**config.mk**
```make
export PLATFORM = sky130hd
export DESIGN_NAME = vdet_edge_unit
export DESIGN_NICKNAME = d
export VERILOG_FILES = /design/src/rtl/vdet_pkg.sv /design/src/rtl/vdet_sync.sv /design/src/rtl/vdet_cfg_regs.sv /design/src/rtl/vdet_edge_det.sv /design/src/rtl/vdet_pend_flags.sv /design/src/rtl/vdet_edge_unit.sv
export SDC_FILE = /design/constraint.sdc
export NUM_CORES = 1
export LEC_CHECK = 0
export BUFFER_PORTS_ARGS = -buffer_cell sky130_fd_sc_hd__buf_2
export CAP_MARGIN = 30
export CORE_AREA = 3 3 40 42
export DETAILED_ROUTE_END_ITERATION = 8
export DIE_AREA = 0 0 43 45
export PLACE_DENSITY = 0.76
export SYNTH_ARGS = -nofsm -noshare
export SYNTH_HDL_FRONTEND = slang
export SYNTH_SLANG_ARGS = --single-unit
export TNS_END_PERCENT = 50
```
**constraint.sdc**
```tcl
create_clock -name clk -period 2.1 [get_ports clk]
set_clock_uncertainty 0.15 [all_clocks]
set_input_delay 0.21 -clock clk [delete_from_list [all_inputs] [get_ports clk]]
set_output_delay 0.21 -clock clk [all_outputs]
set_load 0.03 [all_outputs]
```
**src/rtl/vdet_pkg.sv**
```systemverilog
// Package: shared widths, mode-word bit positions and low-power state codes
// for the supply voltage crossing detector.
package vdet_pkg;
    localparam int LVL_W  = 3;
    localparam int MODE_W = 4;
    localparam int LP_W   = 3;

    // Mode word bit positions; software relies on these.
    localparam int M_RISE = 0;
    localparam int M_FALL = 1;
    localparam int M_IRQ  = 2;
    localparam int M_EVT  = 3;

    // Threshold code that routes the external input to the comparator.
    localparam logic [LVL_W-1:0] EXT_CODE = 3'd7;

    typedef enum logic [LP_W-1:0] {
        LP_RUN      = 3'd0,
        LP_STOP0    = 3'd1,
        LP_STOP1    = 3'd2,
        LP_STOP2    = 3'd3,
        LP_STOP3    = 3'd4,
        LP_STANDBY  = 3'd5,
        LP_SHUTDOWN = 3'd6
    } lp_state_e;
endpackage

```
**src/rtl/vdet_sync.sv**
```systemverilog
// Module: vdet_sync
// Multi-stage synchronizer for one asynchronous bit.
// Assumes: the input is quasi-static compared with the clock; STAGES >= 2.
module vdet_sync #(
    parameter int   STAGES  = 2,
    parameter logic RST_VAL = 1'b0
) (
    input  logic clk,
    input  logic rst_n,
    input  logic d_async,
    output logic q_sync
);
    logic [STAGES-1:0] chain_q;

    // Shift the asynchronous bit through the flop chain.
    always_ff @(posedge clk) begin
        if (!rst_n) chain_q <= {STAGES{RST_VAL}};
        else        chain_q <= {chain_q[STAGES-2:0], d_async};
    end

    assign q_sync = chain_q[STAGES-1];
endmodule

```
**src/rtl/vdet_cfg_regs.sv**
```systemverilog
// Module: vdet_cfg_regs
// Holds the threshold code, the mode word and the on/off control.
// A configuration write replaces level and mode as a whole, so any mode
// bit not requested is cleared. Assumes single-cycle write strobes.
module vdet_cfg_regs
    import vdet_pkg::*;
(
    input  logic              clk,
    input  logic              rst_n,
    input  logic              cfg_wr,
    input  logic [LVL_W-1:0]  cfg_level,
    input  logic [MODE_W-1:0] cfg_mode,
    input  logic              en_wr,
    input  logic              en_val,
    output logic [LVL_W-1:0]  level_q,
    output logic [MODE_W-1:0] mode_q,
    output logic              en_q
);
    // Load threshold code and mode word together on a configuration write.
    always_ff @(posedge clk) begin
        if (!rst_n) begin
            level_q <= '0;
            mode_q  <= '0;
        end else if (cfg_wr) begin
            level_q <= cfg_level;
            mode_q  <= cfg_mode;
        end
    end

    // Track the detection on/off control.
    always_ff @(posedge clk) begin
        if (!rst_n)     en_q <= 1'b0;
        else if (en_wr) en_q <= en_val;
    end
endmodule

```
**src/rtl/vdet_edge_det.sv**
```systemverilog
// Module: vdet_edge_det
// Finds crossings on the synchronized comparator level and qualifies them
// with the on/off control, the low-power state and the per-direction arms.
// Emits combinational hit strobes and a registered event pulse.
// Assumes: level_sync already lies in the clock domain.
module vdet_edge_det
    import vdet_pkg::*;
#(
    parameter logic [LP_W-1:0] DEEP_CODE = LP_STOP3
) (
    input  logic              clk,
    input  logic              rst_n,
    input  logic              level_sync,
    input  logic              en,
    input  logic [LP_W-1:0]   lp_state,
    input  logic [MODE_W-1:0] mode,
    output logic              rise_hit,
    output logic              fall_hit,
    output logic              evt_q
);
    logic prev_q;
    logic active;

    // Remember the previous level even while inactive, so re-arming makes no false edge.
    always_ff @(posedge clk) begin
        if (!rst_n) prev_q <= 1'b0;
        else        prev_q <= level_sync;
    end

    // Detection runs only when on and not in the deepest stop state.
    always_comb begin
        active   = en && (lp_state != DEEP_CODE);
        rise_hit = active && mode[M_RISE] &&  level_sync && !prev_q;
        fall_hit = active && mode[M_FALL] && !level_sync &&  prev_q;
    end

    // Register a one-cycle event pulse for any armed crossing when events are enabled.
    always_ff @(posedge clk) begin
        if (!rst_n) evt_q <= 1'b0;
        else        evt_q <= mode[M_EVT] && (rise_hit || fall_hit);
    end
endmodule

```
**src/rtl/vdet_pend_flags.sv**
```systemverilog
// Module: vdet_pend_flags
// Bank of sticky pending flags with write-one-to-clear.
// A set in the same cycle as a clear wins. Assumes strobes are one cycle wide.
module vdet_pend_flags #(
    parameter int N = 2
) (
    input  logic         clk,
    input  logic         rst_n,
    input  logic [N-1:0] set_i,
    input  logic [N-1:0] clr_i,
    output logic [N-1:0] pend_q
);
    for (genvar g = 0; g < N; g++) begin : g_flag
        // Hold the flag until cleared; a new set overrides the clear.
        always_ff @(posedge clk) begin
            if (!rst_n) pend_q[g] <= 1'b0;
            else        pend_q[g] <= set_i[g] || (pend_q[g] && !clr_i[g]);
        end
    end
endmodule

```
**src/rtl/vdet_edge_unit.sv**
```systemverilog
// Module: vdet_edge_unit (top)
// Supply voltage crossing detector: configuration, synchronizer, crossing
// detection, pending flags, interrupt and event outputs.
// Assumes: cmp_in is asynchronous; all other inputs are synchronous to clk.
module vdet_edge_unit
    import vdet_pkg::*;
#(
    parameter int              SYNC_STAGES = 2,
    parameter logic [LP_W-1:0] DEEP_CODE   = LP_STOP3
) (
    input  logic              clk,
    input  logic              rst_n,
    input  logic              cfg_wr,
    input  logic [LVL_W-1:0]  cfg_level,
    input  logic [MODE_W-1:0] cfg_mode,
    input  logic              en_wr,
    input  logic              en_val,
    input  logic [LP_W-1:0]   lp_state,
    input  logic              cmp_in,
    input  logic              clr_rise,
    input  logic              clr_fall,
    output logic [LVL_W-1:0]  thresh_sel,
    output logic              ext_ref_sel,
    output logic              det_on,
    output logic [MODE_W-1:0] cfg_mode_q,
    output logic              level_above,
    output logic              rise_pend,
    output logic              fall_pend,
    output logic              irq,
    output logic              evt_pulse
);
    localparam int NFLAG = 2;

    logic             level_sync;
    logic             rise_hit, fall_hit;
    logic [NFLAG-1:0] pend_q;

    vdet_cfg_regs i_cfg (
        .clk       (clk),
        .rst_n     (rst_n),
        .cfg_wr    (cfg_wr),
        .cfg_level (cfg_level),
        .cfg_mode  (cfg_mode),
        .en_wr     (en_wr),
        .en_val    (en_val),
        .level_q   (thresh_sel),
        .mode_q    (cfg_mode_q),
        .en_q      (det_on)
    );

    vdet_sync #(.STAGES(SYNC_STAGES), .RST_VAL(1'b0)) i_sync (
        .clk     (clk),
        .rst_n   (rst_n),
        .d_async (cmp_in),
        .q_sync  (level_sync)
    );

    vdet_edge_det #(.DEEP_CODE(DEEP_CODE)) i_edge (
        .clk        (clk),
        .rst_n      (rst_n),
        .level_sync (level_sync),
        .en         (det_on),
        .lp_state   (lp_state),
        .mode       (cfg_mode_q),
        .rise_hit   (rise_hit),
        .fall_hit   (fall_hit),
        .evt_q      (evt_pulse)
    );

    vdet_pend_flags #(.N(NFLAG)) i_pend (
        .clk    (clk),
        .rst_n  (rst_n),
        .set_i  ({fall_hit, rise_hit}),
        .clr_i  ({clr_fall, clr_rise}),
        .pend_q (pend_q)
    );

    // Decode the external-input code and combine pending flags into the interrupt.
    always_comb begin
        ext_ref_sel = (thresh_sel == EXT_CODE);
        level_above = det_on && level_sync;
        rise_pend   = pend_q[0];
        fall_pend   = pend_q[1];
        irq         = cfg_mode_q[M_IRQ] && (|pend_q);
    end
endmodule

```
Word level (Yosys, flattened, before mapping)
Index checks and enable logic that the tools add are counted.
{ "op_classes": {"n_eq_ne": 2, "reduce_logical": 20} }
{ "op_table": {"columns": ["operator", "n"], "rows": [
  ["$logic_and A1 B1 Y1", 12],
  ["$logic_not A1 Y1", 4],
  ["$eq A3 B3 Y1 const B", 1],
  ["$logic_or A1 B1 Y1", 3],
  ["$ne A3 B3 Y1 const B", 1],
  ["$reduce_or A2 Y1", 1]
]} }
{ "word_totals": {"output_inout_bits": 14, "in_bits": 18, "wordCells": 30, "reg_bits": 14} }

Logic depth before layout (Yosys ltp)
Gate-level depths: netlist (run 1).
{ "depth": {"ltp_word": 7, "depth_mapped": 3, "depth_no_buf": 3} }

Cells and area by module
A second synthesis (run 1) with hierarchy kept.
{ "hier_totals": {"hier_cells": 49, "area_unflattened_um2": 566.8} }
{ "modules_own_cells": {"columns": ["mod", "seq_area_each_um2", "area_per_inst_um2", "cells_each", "instances"], "rows": [
  ["vdet_cfg_regs", 160.2, 301.5, 25, 1],
  ["vdet_edge_det", 40.0, 110.1, 11, 1],
  ["vdet_pend_flags", 40.0, 82.6, 6, 1],
  ["vdet_sync", 40.0, 52.6, 4, 1],
  ["vdet_edge_unit", 0.0, 20.0, 3, 1]
]} }

Worst setup path before layout (run 1)
No wires, ideal clock.
{ "synth_path": {"path_kind": "register to output", "from": "reg i_cfg.en_q", "to": "out level_above", "setup_slack_ns": 0.831, "arrival_time_ns": 0.909, "n_path_buf": 0, "path_stages_with_launch": 2, "cell_sequence": "dfxtp_1 > and2_1"} }
{ "synth_via": {"elab_chain_len": 1} }
{ "synth_rtl": {"columns": ["item", "line_no", "rtl"], "rows": [
  ["start: declaration", "vdet_cfg_regs.sv:17", "output logic en_q"],
  ["start signal: assignment", "vdet_cfg_regs.sv:33", "else if (en_wr) en_q <= en_val;"],
  ["$logic_and A1 B1 Y1", "vdet_edge_unit.sv:81", "level_above = det_on && level_sync;"],
  ["end: declaration", "vdet_edge_unit.sv:26", "output logic level_above,"]
]} }
Every way passes these cells.

Worst setup path in the final report (run 1)
Same ends and word-level chain as after synthesis.

==> results.py, run 1 <==
metrics = {
    "pwr": {
        "ir_worst_vdd_mv": 0.425,
        "pwr-share-seq_pct": 52.1,
        "cellLeakagePower_nw": 0.377,
        "p_sw_share_pct": 23.9,
        "powerDensity_mw_per_mm2": 723,
        "switching_power_mw": 0.131,
        "p_comb_share_pct": 13.6,
        "internal_power_mw": 0.416,
        "clkPwrFrac_pct": 34.3,
        "power_mw": 0.546,
    },
    "synth": {
        "syn_inst": 48,
        "synth_top_area_share_pct": 50.9,
        "synth.avg_cell_area_um2": 11.5,
        "yosys.cell_types.count": 12,
        "yosys.area.top_type": "dfxtp_1",
        "synth-seq-cells": 14,
        "ys_warn_count": 0,
        "yosysSeqAreaShare_pct": 50.9,
        "yosys-top-cells-area": "dfxtp_1 51%, mux2i_1 15%, nor2b_1 9.1%",
        "synth_fp_nets": 66,
        "syn_area_um2": 551,
    },
    "drt": {
        "firstDrtPassIters": 1,
        "ant_nets": 0,
        "drtIter0Drc": 0,
        "drc_errors": 0,
        "post_drt_wl_per_cell_um": 10.7,
        "detail_route.vias_per_cell": 4.68,
        "wl_mm": 1.03,
        "vias": 454,
    },
    "clock_tree": {
        "clk_latency_ps": 280,
        "cts_max_level": 1,
        "clkTransAtPathRegs_ps": 80,
        "clock_sinks": 14,
        "tritoncts": "done",
        "root_buffer": "clkbuf_4",
        "postCtsSetupBuffers": 0,
        "cts_max_path_buffers": 2,
        "cts_buffers": 3,
    },
    "worst_hold_path": {
        "min_from": "cfg_mode[2]",
        "hp-class": "input port to flip-flop",
    },
    "final_layout": {
        "n_antenna_cell": 0,
        "syn2layout_area_growth_pct": 37.3,
        "fin_nets": 101,
        "multiInputGateArea_um2": 248,
        "drive_gt1_share_pct": 45.1,
        "ff_latch_area_um2": 280,
        "fillers": 123,
    },
    "timing": {
        "min_period_ps": 1390,
        "rsz0062_at_grt": "no",
        "slew_headroom_pct": 82.0,
        "fmaxAchievable_ghz": 0.721,
        "post-route-period-util_pct": 66.1,
        "tightest_slew_ps": 270,
        "finalMaxSlewViolations": 0,
        "hold_viol_final": 0,
        "setup_viol": 0,
        "fin_setup_tns_ps": 0,
    },
    "grt": {
        "grtUsageMet1_pct": 11.5,
        "gr-usage-met2_pct": 21.6,
        "grt_remaining_overflow": 0,
        "grt-busiest-layer": "met2",
        "grt_pass1_wl_mm": 1.73,
        "grt_usage_pct": 12.1,
        "grt_max_degree": 15,
        "met3_usage_pct": 5.58,
        "grt_pass1_vias": 427,
        "grt_antenna_before_repair": 0,
    },
    "critical_path": {
        "crit_type": "flip-flop to output pin",
        "required_ps": 1740,
        "worstSetupStartpoint": "i_cfg.en_q",
        "critPathMaxStageDelay_ps": 410,
        "slowest_stage": "dfxtp_1",
        "crit_path_max_fanout": 4,
        "worst_setup_path_start_kind": "flip-flop",
        "endpoint_kind": "output pin",
        "r2r_setup_slack_ps": 1180,
        "cp.arrival_ps": 1030,
        "r2r_start": "i_edge.prev_q",
        "crit_path_cell_trace": "and2_1, buf_2",
    },
    "placed_design": {
        "io_buffer_count": 31,
        "gp_congestion": 0.707,
    },
    "die": {
        "die_y_um": 45,
        "fp.dieW_um": 43,
        "dieArea_mm2": 0.00194,
        "core_area_mm2": 0.00128,
        "ioPinCount": 32,
        "rows": 13,
        "initial_utilization_pct": 42.8,
    },
    "run_status": {
        "status": "finished, final reports clean",
    },
    "job": {
        "cap_violations": 0,
    },
}
layout make-up:
cell class              instances  area share (%)
repair buffers                 32            21.9
clock buffers                   4            4.80
inverters                       2           0.993
multi-input cells              30            32.8
well taps                      15            2.48
flip-flops and latches         14            37.1
placed cells by master, fill, tap and decap left out, types with 2 or more instances in the layout:
cell type / count
o21ai_0: 2
nor2b_1: 8
inv_1: 2
buf_2: 31
and2_1: 4
nand3b_1: 4
mux2i_1: 8
dfxtp_1: 14
clkbuf_4: 3
registers in the layout, summed over array words and instances (netlist names):
name and cells:
i_cfg.en_q 1, i_cfg.level_q 3, i_edge.prev_q 1, i_edge.evt_q 1, i_pend.pend_q 2, i_sync.chain_q 2, i_cfg.mode_q 4
worst paths after layout:
kind | to | cells after the start
worst min-delay path | i_cfg.mode_q[2] | 3
worst max register to register | i_edge.evt_q | 2
worst min register to register | i_sync.chain_q[1] | 1
worst max-delay path | level_above | 2
metrics by stage:
step | std cells | setup WS (ps) | hold slack, ps | instance area (um2) | utilization, %
6_report | 97 | 713 | 34.8 | 756 | 58.8
5_1_grt | 97 | 647 | 26.6 | 756 | 58.8
4_1_cts | 97 | 698 | 27.0 | 756 | 58.8
2_1_floorplan | 48 | 831 | 187 | 551 | -
3_3_place_gp | 92 | 1040 | 266 | 709 | 55.2
3_5_place_dp | 92 | 1020 | 274 | 709 | 55.2
Yosys cell counts:
library cell and n:
and2_1 4, o21a_1 1, buf_4 2, o21ai_0 2, dfxtp_1 14, and3_1 1, mux2i_1 8, nor2b_1 8
o311ai_4 1, nand3b_1 4, a211oi_2 1, inv_1 2
critical path: cells and delay by family (launching register included):
kind / cells / cell delay [ps]
DFF: 1 / 410
buffers and inverters: 1 / 190
and+or+nand+nor: 1 / 150
power groups by stage:
stage	sequential [mW]	clock, mW	combinational, mW
floorplan	0.308	0	0.0280
global placement	0.290	0	0.0728
detailed placement	0.291	0	0.0739
CTS	0.285	0.198	0.0756
global route	0.286	0.211	0.0810
finish	0.284	0.188	0.0742
metal layers:
layer	routed length, um	up-vias
li1	-	231
met1	385	194
met2	482	26
met3	148	3
met4	17	0
met5	0	-
timing repair:
action	CTS	global route
resized for setup	0	0
hold buffers	1	0
endpoints found under the hold margin	1	0
cells by family (layout without fill, tap and decap cells):
| group | after synthesis | in the layout | synth area share, % |
|---|---|---|---|
| simple gates | 17 | 17 | 20.2 |
| buf+inv | 4 | 38 | 4.09 |
| flops | 14 | 14 | 50.9 |
| compound gates | 5 | 5 | 10.2 |
| mux | 8 | 8 | 14.5 |
No activity file was read; power rests on OpenSTA's default activity.
==> run 2: changes to the inputs <==
Settings changed: ABC_AREA set to 1, CORE_AREA 3 3 40 42 to not set, CORE_MARGIN set to 3, CORE_UTILIZATION set to 36, DIE_AREA 0 0 43 45 to not set, PLACE_DENSITY 0.76 to 0.71.
Clock period 2.1 ns to 1.1 ns, I/O delays scaled along.
==> results.py, run 2 <==
metrics = {
    "run_status": {
        "status": "finished with violations",
        "violations": "setup timing",
    },
    "grt": {
        "grt_pass1_wl_mm": 2.26,
        "grtUsageMet1_pct": 17.8,
        "grt_max_degree": 14,
        "grt-busiest-layer": "met2",
        "grt_remaining_overflow": 0,
        "gr-usage-met2_pct": 28.8,
        "grt_usage_pct": 16.1,
        "grt_antenna_before_repair": 0,
        "grt_pass1_vias": 563,
        "met3_usage_pct": 3.66,
    },
    "drt": {
        "ant_nets": 0,
        "vias": 604,
        "detail_route.vias_per_cell": 4.61,
        "drtIter0Drc": 16,
        "post_drt_wl_per_cell_um": 10.9,
        "firstDrtPassIters": 4,
        "drc_errors": 0,
        "wl_mm": 1.43,
    },
    "critical_path": {
        "slowest_stage": "dfxtp_2",
        "crit_path_cell_trace": "inv_2, nor3_4, buf_6",
        "worst_setup_path_start_kind": "flip-flop",
        "endpoint_kind": "output pin",
        "r2r_setup_slack_ps": 140,
        "required_ps": 840,
        "crit_type": "flip-flop to output pin",
        "crit_path_max_fanout": 2,
        "critPathMaxStageDelay_ps": 340,
        "cp.arrival_ps": 1000,
    },
    "synth": {
        "synth_flop_cell": "dfxtp_1",
        "syn_inst": 70,
        "synth_common_cells": "15 x inv_1, 14 x dfxtp_1, 9 x a21oi_1, 9 x nand2_1, 9 x nor2_1",
        "ys_warn_count": 0,
        "synth-edff-count": 0,
        "synth_top_area_share_pct": 52.8,
        "yosys-top-cells-area": "dfxtp_1 53%, inv_1 11%, a21oi_1 8.5%",
        "synth.most_common_cell": "inv_1",
        "synth-seq-cells": 14,
        "yosysSeqAreaShare_pct": 52.8,
        "synth_fp_nets": 88,
        "yosys.cell_types.count": 12,
        "yosys.area.top_type": "dfxtp_1",
        "async_flop_share_pct": 0,
        "syn_area_um2": 531,
        "synth.avg_cell_area_um2": 7.58,
    },
    "die": {
        "fp.dieW_um": 44.4,
        "ioPinCount": 32,
        "die_y_um": 44.4,
        "core_area_mm2": 0.00133,
        "rows": 13,
        "dieArea_mm2": 0.00197,
        "initial_utilization_pct": 39.8,
    },
    "final_layout": {
        "n_antenna_cell": 0,
        "fin_nets": 136,
        "drive_gt1_share_pct": 45.7,
        "largest_register_ffs": 4,
        "syn2layout_area_growth_pct": 73.3,
        "final_cell_mix": "24 x buf_2, 13 x dlygate4sd3_1, 10 x inv_1",
        "layout_commonest_cell": "buf_2",
        "biggestRegsByFlops": "i_cfg.mode_q (4), i_cfg.level_q (3)",
        "regMostFlops": "i_cfg.mode_q",
        "instances_no_fill": 131,
    },
    "pwr": {
        "clkPwrFrac_pct": 26.4,
        "p_sw_share_pct": 26.3,
        "switching_power_mw": 0.269,
        "cellLeakagePower_nw": 0.478,
        "power_mw": 1.02,
        "powerDensity_mw_per_mm2": 1110,
        "internal_power_mw": 0.754,
        "p_comb_share_pct": 19.5,
        "ir_worst_vdd_mv": 0.752,
        "pwr-share-seq_pct": 54.1,
    },
    "placed_design": {
        "gp_congestion": 0.673,
        "dp.cells": 114,
        "io_buffer_count": 31,
        "hpwl_um": 929,
        "post-place-ws_ps": 101,
    },
    "timing": {
        "post-route-period-util_pct": 115,
        "fmaxAchievable_ghz": 0.792,
        "min_period_ps": 1260,
        "slew_headroom_pct": 80.3,
        "hold_slack_ps": 0.379,
        "hold_viol_final": 0,
        "finalMaxSlewViolations": 0,
        "tightest_slew_ps": 296,
        "fin_setup_tns_ps": -260,
        "setup_viol": 3,
        "worst_slack_ps": -163,
        "rsz0062_at_grt": "yes",
    },
    "clock_tree": {
        "cts_max_path_buffers": 2,
        "tritoncts": "done",
        "cts_buffers": 3,
        "cts_max_level": 1,
        "clk_latency_ps": 270,
        "root_buffer": "clkbuf_4",
        "clkTransAtPathRegs_ps": 70,
        "clock_sinks": 14,
    },
    "worst_hold_path": {
        "hp-class": "input port to flip-flop",
    },
    "job": {
        "cap_violations": 0,
    },
}
-- run 2: cell count changes in the layout (fill, tap and decap cells not counted), moves of 6 or more --
cell / delta
dfxtp_2: +9
mux2i_1: -8
nand2_1: +8
o21ai_0: +6
a21oi_1: +8
dlygate4sd3_1: +12
buf_2: -7
nor2b_1: -8
dfxtp_1: -10
inv_1: +8
nor2_1: +9
-- run 2: layout make-up --
| type | count | area (um2) |
|---|---|---|
| fill | 108 | 414 |
| timing repair buffer | 45 | 322 |
| sequential | 14 | 295 |
| multi-input combinational | 39 | 205 |
| inverter | 15 | 56.3 |
| clock buffer | 3 | 22.5 |
| tap | 15 | 18.8 |
-- run 2: power by group through the flow --
stage | registers [mW] | clock network (mW) | logic (mW)
floorplan | 0.600 | 0 | 0.0553
global placement | 0.559 | 0 | 0.148
detailed placement | 0.560 | 0 | 0.151
CTS | 0.551 | 0.274 | 0.191
global route | 0.556 | 0.304 | 0.216
finish | 0.553 | 0.271 | 0.199
-- run 2: path summary, 6_finish.rpt --
| check | to | start | cells past startpoint |
|---|---|---|---|
| max reg2reg | i_pend.pend_q[1] | i_cfg.en_q | 4 |
| min | i_sync.chain_q[0] | rst_n | 3 |
| min reg2reg | i_sync.chain_q[1] | i_sync.chain_q[0] | 2 |
| max | ext_ref_sel | i_cfg.level_q[2] | 3 |
-- run 2: per-stage QoR --
step	utilization [%]	area, um2
after floorplan	-	561
after global placement	53.7	716
after detailed placement	53.7	716
after CTS	67.1	895
after global routing	68.9	920
final	68.9	920
-- run 2: critical path, delay by kind of cell, from the launching register on --
kind | cells | cell delay (ps)
buf+inv | 2 | 200
simple gates | 1 | 190
flops | 1 | 340
-- run 2: what timing repair did --
action                     CTS  global route
setup buffers                0             1
setup endpoints to repair    5             8
hold buffers                13             0
pin swaps                    1             3
gates resized for setup     15            10
hold endpoints to repair    11             0
-- run 2: layer usage --
metal,vias up,part of all wire [%]
li1,310,-
met1,265,39
met2,25,52
met3,4,6.2
met4,0,2.2
met5,-,0
-- run 2: logic make-up after synthesis --
family	count (synthesis)	synth area share, %
buffers and inverters	17	14.2
AO/OA/AOI/OAI	17	16.0
AND/OR/NAND/NOR	22	17.0
flip-flops	14	52.8
